**src/rtl/dacfe_pkg.sv**
```systemverilog
// Package: shared widths and the mode encoding for the serial DAC front end.
// Assumes the frame layout pad | mode | code, sent most significant bit first.
package dacfe_pkg;

    parameter int CODE_W  = 12;
    parameter int MODE_W  = 2;
    parameter int PAD_W   = 2;
    parameter int FRAME_W = PAD_W + MODE_W + CODE_W;
    parameter int PD_N    = (1 << MODE_W) - 1;

    typedef enum logic [MODE_W-1:0] {
        MODE_RUN  = 2'd0,
        MODE_PD_1 = 2'd1,
        MODE_PD_2 = 2'd2,
        MODE_PD_3 = 2'd3
    } op_mode_e;

endpackage

```
**src/rtl/dacfe_edge_sync.sv**
```systemverilog
// Module: multi-bit synchronizer with edge detection.
// Each bit passes through STAGES flops, then a history flop gives fell/rose.
// Assumes every input is asynchronous to clk and slow compared with it.
module dacfe_edge_sync #(
    parameter int         WIDTH   = 3,
    parameter int         STAGES  = 2,
    parameter logic [2:0] RST_VAL = 3'b001
) (
    input  logic             clk,
    input  logic             rst_n,
    input  logic [WIDTH-1:0] async_i,
    output logic [WIDTH-1:0] level_o,
    output logic [WIDTH-1:0] fell_o,
    output logic [WIDTH-1:0] rose_o
);

    localparam logic [WIDTH-1:0] INIT = RST_VAL[WIDTH-1:0];

    logic [WIDTH-1:0] stage_q [STAGES];
    logic [WIDTH-1:0] hist_q;

    genvar s;
    generate
        for (s = 0; s < STAGES; s++) begin : g_stage
            if (s == 0) begin : g_first
                // First capture stage from the asynchronous pins
                always_ff @(posedge clk) begin
                    if (!rst_n) stage_q[0] <= INIT;
                    else        stage_q[0] <= async_i;
                end
            end else begin : g_next
                // Further resolution stages
                always_ff @(posedge clk) begin
                    if (!rst_n) stage_q[s] <= INIT;
                    else        stage_q[s] <= stage_q[s-1];
                end
            end
        end
    endgenerate

    // History flop used for edge detection
    always_ff @(posedge clk) begin
        if (!rst_n) hist_q <= INIT;
        else        hist_q <= stage_q[STAGES-1];
    end

    assign level_o = stage_q[STAGES-1];
    assign fell_o  = hist_q & ~stage_q[STAGES-1];
    assign rose_o  = ~hist_q & stage_q[STAGES-1];

endmodule

```
**src/rtl/dacfe_frame_shifter.sv**
```systemverilog
// Module: frame tracker and input shift register.
// A frame opens on a strobe falling edge. Bits shift in on detected serial
// clock falls while the strobe is low. After FRAME_W bits, the word is
// presented with a one-cycle done pulse and the frame closes. A strobe that
// is high in any cycle, including one with a clock fall, closes the frame.
module dacfe_frame_shifter
    import dacfe_pkg::*;
#(
    parameter int W = FRAME_W
) (
    input  logic         clk,
    input  logic         rst_n,
    input  logic         strobe_high_i,
    input  logic         strobe_fell_i,
    input  logic         sclk_fell_i,
    input  logic         din_i,
    output logic [W-1:0] word_o,
    output logic         done_o
);

    localparam int CNT_W = $clog2(W);
    localparam logic [CNT_W-1:0] LAST = CNT_W'(W - 1);

    logic             armed_q;
    logic [CNT_W-1:0] cnt_q;
    logic [W-1:0]     shift_q;
    logic [CNT_W-1:0] cnt_eff;
    logic             accept;
    logic [W-1:0]     shift_nx;

    // Bit count for this cycle (a fresh frame restarts at zero)
    always_comb cnt_eff = strobe_fell_i ? '0 : cnt_q;

    // A bit is taken only inside an open frame with the strobe low
    always_comb accept = !strobe_high_i && (armed_q || strobe_fell_i) && sclk_fell_i;

    // Shift register contents after taking the current bit
    always_comb shift_nx = {shift_q[W-2:0], din_i};

    // Frame state, bit counter and shifting
    always_ff @(posedge clk) begin
        if (!rst_n) begin
            armed_q <= 1'b0;
            cnt_q   <= '0;
            shift_q <= '0;
            word_o  <= '0;
            done_o  <= 1'b0;
        end else begin
            done_o <= 1'b0;
            if (strobe_high_i) begin
                armed_q <= 1'b0;
                cnt_q   <= '0;
            end else begin
                if (strobe_fell_i) begin
                    armed_q <= 1'b1;
                    cnt_q   <= '0;
                end
                if (accept) begin
                    shift_q <= shift_nx;
                    if (cnt_eff == LAST) begin
                        armed_q <= 1'b0;
                        cnt_q   <= '0;
                        word_o  <= shift_nx;
                        done_o  <= 1'b1;
                    end else begin
                        cnt_q <= cnt_eff + 1'b1;
                    end
                end
            end
        end
    end

endmodule

```
**src/rtl/dacfe_mode_regs.sv**
```systemverilog
// Module: code and mode registers with power-down decode.
// Loads the code and mode fields of a completed word on its done pulse and
// raises a one-cycle update strobe. Assumes the pad bits sit above the mode.
module dacfe_mode_regs
    import dacfe_pkg::*;
(
    input  logic               clk,
    input  logic               rst_n,
    input  logic [FRAME_W-1:0] word_i,
    input  logic               done_i,
    output logic [CODE_W-1:0]  code_o,
    output logic [MODE_W-1:0]  mode_o,
    output logic               pd_active_o,
    output logic [PD_N-1:0]    pd_sel_o,
    output logic               update_o
);

    op_mode_e mode_q;

    // Register the fields of a completed frame
    always_ff @(posedge clk) begin
        if (!rst_n) begin
            code_o   <= '0;
            mode_q   <= MODE_RUN;
            update_o <= 1'b0;
        end else begin
            update_o <= done_i;
            if (done_i) begin
                code_o <= word_i[CODE_W-1:0];
                mode_q <= op_mode_e'(word_i[CODE_W +: MODE_W]);
            end
        end
    end

    assign mode_o = mode_q;

    genvar m;
    generate
        for (m = 1; m <= PD_N; m++) begin : g_pd
            // One select line per power-down variant
            assign pd_sel_o[m-1] = (mode_q == op_mode_e'(m));
        end
    endgenerate

    // Any power-down variant selected
    assign pd_active_o = (mode_q != MODE_RUN);

endmodule

```
**src/rtl/dac_serial_front.sv**
```systemverilog
// Module: top of the serial DAC input register controller.
// Synchronizes the three serial wires, assembles frames and applies the
// code and mode. Assumes the serial clock half period spans at least three
// system clocks and the data is stable around each falling serial edge.
module dac_serial_front
    import dacfe_pkg::*;
#(
    parameter int SYNC_STAGES = 2
) (
    input  logic              clk,
    input  logic              rst_n,
    input  logic              sync_n_i,
    input  logic              sclk_i,
    input  logic              sdin_i,
    output logic [CODE_W-1:0] code_o,
    output logic [MODE_W-1:0] mode_o,
    output logic              pd_active_o,
    output logic [PD_N-1:0]   pd_sel_o,
    output logic              update_o
);

    // Bit order inside the synchronized vector
    localparam int BIT_SYNC = 0;
    localparam int BIT_SCLK = 1;
    localparam int BIT_DIN  = 2;

    logic [2:0]         pin_lvl, pin_fell, pin_rose;
    logic [FRAME_W-1:0] word;
    logic               done;

    dacfe_edge_sync #(
        .WIDTH   (3),
        .STAGES  (SYNC_STAGES),
        .RST_VAL (3'b001)
    ) u_sync (
        .clk     (clk),
        .rst_n   (rst_n),
        .async_i ({sdin_i, sclk_i, sync_n_i}),
        .level_o (pin_lvl),
        .fell_o  (pin_fell),
        .rose_o  (pin_rose)
    );

    dacfe_frame_shifter #(
        .W (FRAME_W)
    ) u_shift (
        .clk           (clk),
        .rst_n         (rst_n),
        .strobe_high_i (pin_lvl[BIT_SYNC]),
        .strobe_fell_i (pin_fell[BIT_SYNC]),
        .sclk_fell_i   (pin_fell[BIT_SCLK]),
        .din_i         (pin_lvl[BIT_DIN]),
        .word_o        (word),
        .done_o        (done)
    );

    dacfe_mode_regs u_regs (
        .clk         (clk),
        .rst_n       (rst_n),
        .word_i      (word),
        .done_i      (done),
        .code_o      (code_o),
        .mode_o      (mode_o),
        .pd_active_o (pd_active_o),
        .pd_sel_o    (pd_sel_o),
        .update_o    (update_o)
    );

    // Rising edges are only needed as a level change; keep them observed
    logic unused_rose;
    assign unused_rose = ^pin_rose;

endmodule

```
**config.mk**
```make
export PLATFORM = sky130hd
export DESIGN_NAME = dac_serial_front
export DESIGN_NICKNAME = d
export VERILOG_FILES = /design/src/rtl/dacfe_pkg.sv /design/src/rtl/dacfe_edge_sync.sv /design/src/rtl/dacfe_frame_shifter.sv /design/src/rtl/dacfe_mode_regs.sv /design/src/rtl/dac_serial_front.sv
export SDC_FILE = /design/constraint.sdc
export NUM_CORES = 1
export LEC_CHECK = 0
export BUFFER_PORTS_ARGS = -buffer_cell sky130_fd_sc_hd__buf_2
export CORE_ASPECT_RATIO = 0.8
export CORE_UTILIZATION = 34
export DETAILED_ROUTE_END_ITERATION = 6
export GPL_TIMING_DRIVEN = 0
export PLACE_DENSITY = 0.53
export SYNTH_ARGS = -nofsm -noshare
export SYNTH_HDL_FRONTEND = slang
export SYNTH_HIERARCHICAL = 1
export SYNTH_SLANG_ARGS = --single-unit
```
**constraint.sdc**
```tcl
create_clock -name clk -period 2 [get_ports clk]
set_input_delay 0 -clock clk [delete_from_list [all_inputs] [get_ports clk]]
set_output_delay 0 -clock clk [all_outputs]
set_load 0.01 [all_outputs]
```
==> results.sh <==
export IMPL_status="finished, final reports clean"
export IMPL_peakVddDrop_mv=0.506
export IMPL_fin_worst_skew_ns=0.0114
export IMPL_cts_tree="built"
export IMPL_tightest_slew_ns=0.403
export IMPL_total_power_mw=1.82
export IMPL_rsz0062_at_grt="false"
export IMPL_io_pins=24
export IMPL_hold_class="in2reg"
export IMPL_fmax_mhz=540
export IMPL_synthCells=205
export IMPL_antenna_found_initial=0
export IMPL_grt_pass1_wl_mm=6.24
export IMPL_seqCellArea_um2=1120
export IMPL_period_needed_ns=1.85
export IMPL_yosys_warnings=6
export IMPL_switching_share=0.214
export IMPL_placed_cells=309
export IMPL_cp_start_kind="flip-flop"
export IMPL_switching_power_mw=0.389
export IMPL_drive_gt1_frac=0.201
export IMPL_htreeDepth=2
export IMPL_synth_avg_cell_area_um2=10.6
export IMPL_via_count=1370
export IMPL_ant_nets=0
export IMPL_clock_sinks=56
export IMPL_dp_hpwl_mm=2.42
export IMPL_final_cell_mix="dfxtp_1 (55), nor2b_1 (31), mux2i_1 (29)"
export IMPL_syn_area_um2=2180
export IMPL_area_growth_pct=16.1
export IMPL_rows=25
export IMPL_power_frac_comb=0.025
export IMPL_crit_type="reg2reg"
export IMPL_die_h_um=73.6
export IMPL_cp_max_fo=10
export IMPL_wl_mm=3.57
export IMPL_busiest_layer="met2"
export IMPL_finalCritPeriodShare=0.926
export IMPL_grt_max_degree=21
export IMPL_core_um2=6040
export IMPL_critPathArrivalTime_ns=2.05
export IMPL_powerDensity_nw_per_um2=718
export IMPL_internal_power_mw=1.43
export IMPL_cts_buffers=5
export IMPL_grt_met2_usage=0.177
export IMPL_end_kind="flip-flop"
export IMPL_grt_util_all_layers=0.121
export IMPL_drv_cap=0
export IMPL_drt_pass1_iter_count=4
export IMPL_cts_buffer_depth=2
export IMPL_io_buffers=23
export IMPL_grtUsageMet1=0.162
export IMPL_dieArea_um2=6730
export IMPL_required_ns=2.20
export IMPL_p_seq_frac=0.619
export IMPL_slew_headroom=0.732
export IMPL_stdcell_count=320
export IMPL_drc_errors=0
export IMPL_fill_cells=600
export IMPL_n_antenna_cell=0
export IMPL_first_global_vias=1312
export IMPL_final_common_cell="dfxtp_1"
export IMPL_p_leak_nw=0.937
export IMPL_finalSetupViolations=0
export IMPL_die_w_um=91.5
export IMPL_worstHoldPathCells=2
export IMPL_clk_latency_ns=0.31
export IMPL_synth_nets=211
export IMPL_slew_viol_final=0
export IMPL_routabilityCongestion=0.720
export IMPL_wl_per_cell_um=11.2
export IMPL_grt_ovfl_total=0
export IMPL_rr_worst_depth=9
export IMPL_clock_root_buffer="clkbuf_8"
export IMPL_viasPerCell=4.28
export IMPL_finalHoldViolCount=0
export IMPL_drt_iter0_markers=80
export IMPL_power_share_clock=0.356
export IMPL_start_util=0.361
export IMPL_nets=244
export IMPL_clk_pin_slew_ns=0.10
export IMPL_multi_input_area_um2=957
export IMPL_grtUsageMet3=0.0373
power by group through the flow:
stage | sequential [mW] | combinational (mW) | clock, mW
3_5_place_dp | 1.15 | 0.0421 | 0
3_3_place_gp | 1.15 | 0.0417 | 0
4_1_cts | 1.12 | 0.0471 | 0.676
2_1_floorplan | 1.15 | 0.0265 | 0
5_1_grt | 1.13 | 0.0505 | 0.712
6_report | 1.12 | 0.0460 | 0.647
critical path, stage by stage (launching register included):
cell,delay (ns)
dfxtp_4,0.39
nor2b_4,0.20
and2b_2,0.25
ha_1,0.23
nand4b_4,0.12
nor3_2,0.05
buf_6,0.15
buf_12,0.15
mux2i_1,0.15
nor2b_1,0.06
area by class of cell:
cell class / count / share of cell area
tap: 81 / 0.0401
clock buffer: 7 / 0.0341
clock inverter: 1 / 0.00297
inverter: 1 / 0.00148
sequential: 56 / 0.445
timing repair buffer: 26 / 0.0574
buffer: 11 / 0.0410
multi-input combinational: 137 / 0.378
per-stage QoR:
step / hold slack (ns) / setup TNS (ns) / util / setup WS (ns) / cell area, um2
floorplan: 0.0730 / 0 / - / 0.0867 / 2180
global placement: 0.182 / -1.41 / 0.397 / -0.154 / 2390
detailed placement: 0.185 / -1.14 / 0.397 / -0.130 / 2390
CTS: 0.0396 / 0 / 0.418 / 0.0364 / 2520
global route: 0.0486 / 0 / 0.419 / 0.0463 / 2530
finish: 0.0250 / 0 / 0.419 / 0.148 / 2530
registers in the layout, indices dropped and copies added (netlist names):
name	flops
u_shift/word_o	14
u_sync/hist_q	2
u_regs/code_o	12
u_sync/stage_q	6
u_regs/mode_o	2
u_shift/done_o	1
u_shift/shift_q	13
u_regs/update_o	1
u_shift/cnt_q	4
u_shift/armed_q	1
worst paths after layout:
| kind | startpoint | end | slack [ns] |
|---|---|---|---|
| worst max-delay path | u_sync/stage_q[1][0] | u_shift/word_o[8] | 0.15 |
| worst max register to register | u_sync/stage_q[1][0] | u_shift/word_o[8] | 0.15 |
| worst min-delay path | rst_n | u_sync/stage_q[1][0] | 0.02 |
| worst min register to register | u_sync/stage_q[0][0] | u_sync/stage_q[1][0] | 0.42 |
what timing repair did:
| action | CTS | global route |
|---|---|---|
| buffers inserted | 0 | 0 |
| hold buffers | 3 | 0 |
| resized for setup | 2 | 2 |
| pin swaps | 0 | 0 |
| setup endpoints to repair | 10 | 9 |
| endpoints found under the hold margin | 3 | 0 |
routing by layer:
metal,wire (um),share of wire,vias to the layer above
met3,120,0.034,6
met4,65,0.018,0
met1,1940,0.54,603
met5,0,0,-
met2,1440,0.40,21
li1,-,-,740
(Power assumes the default switching activity.)
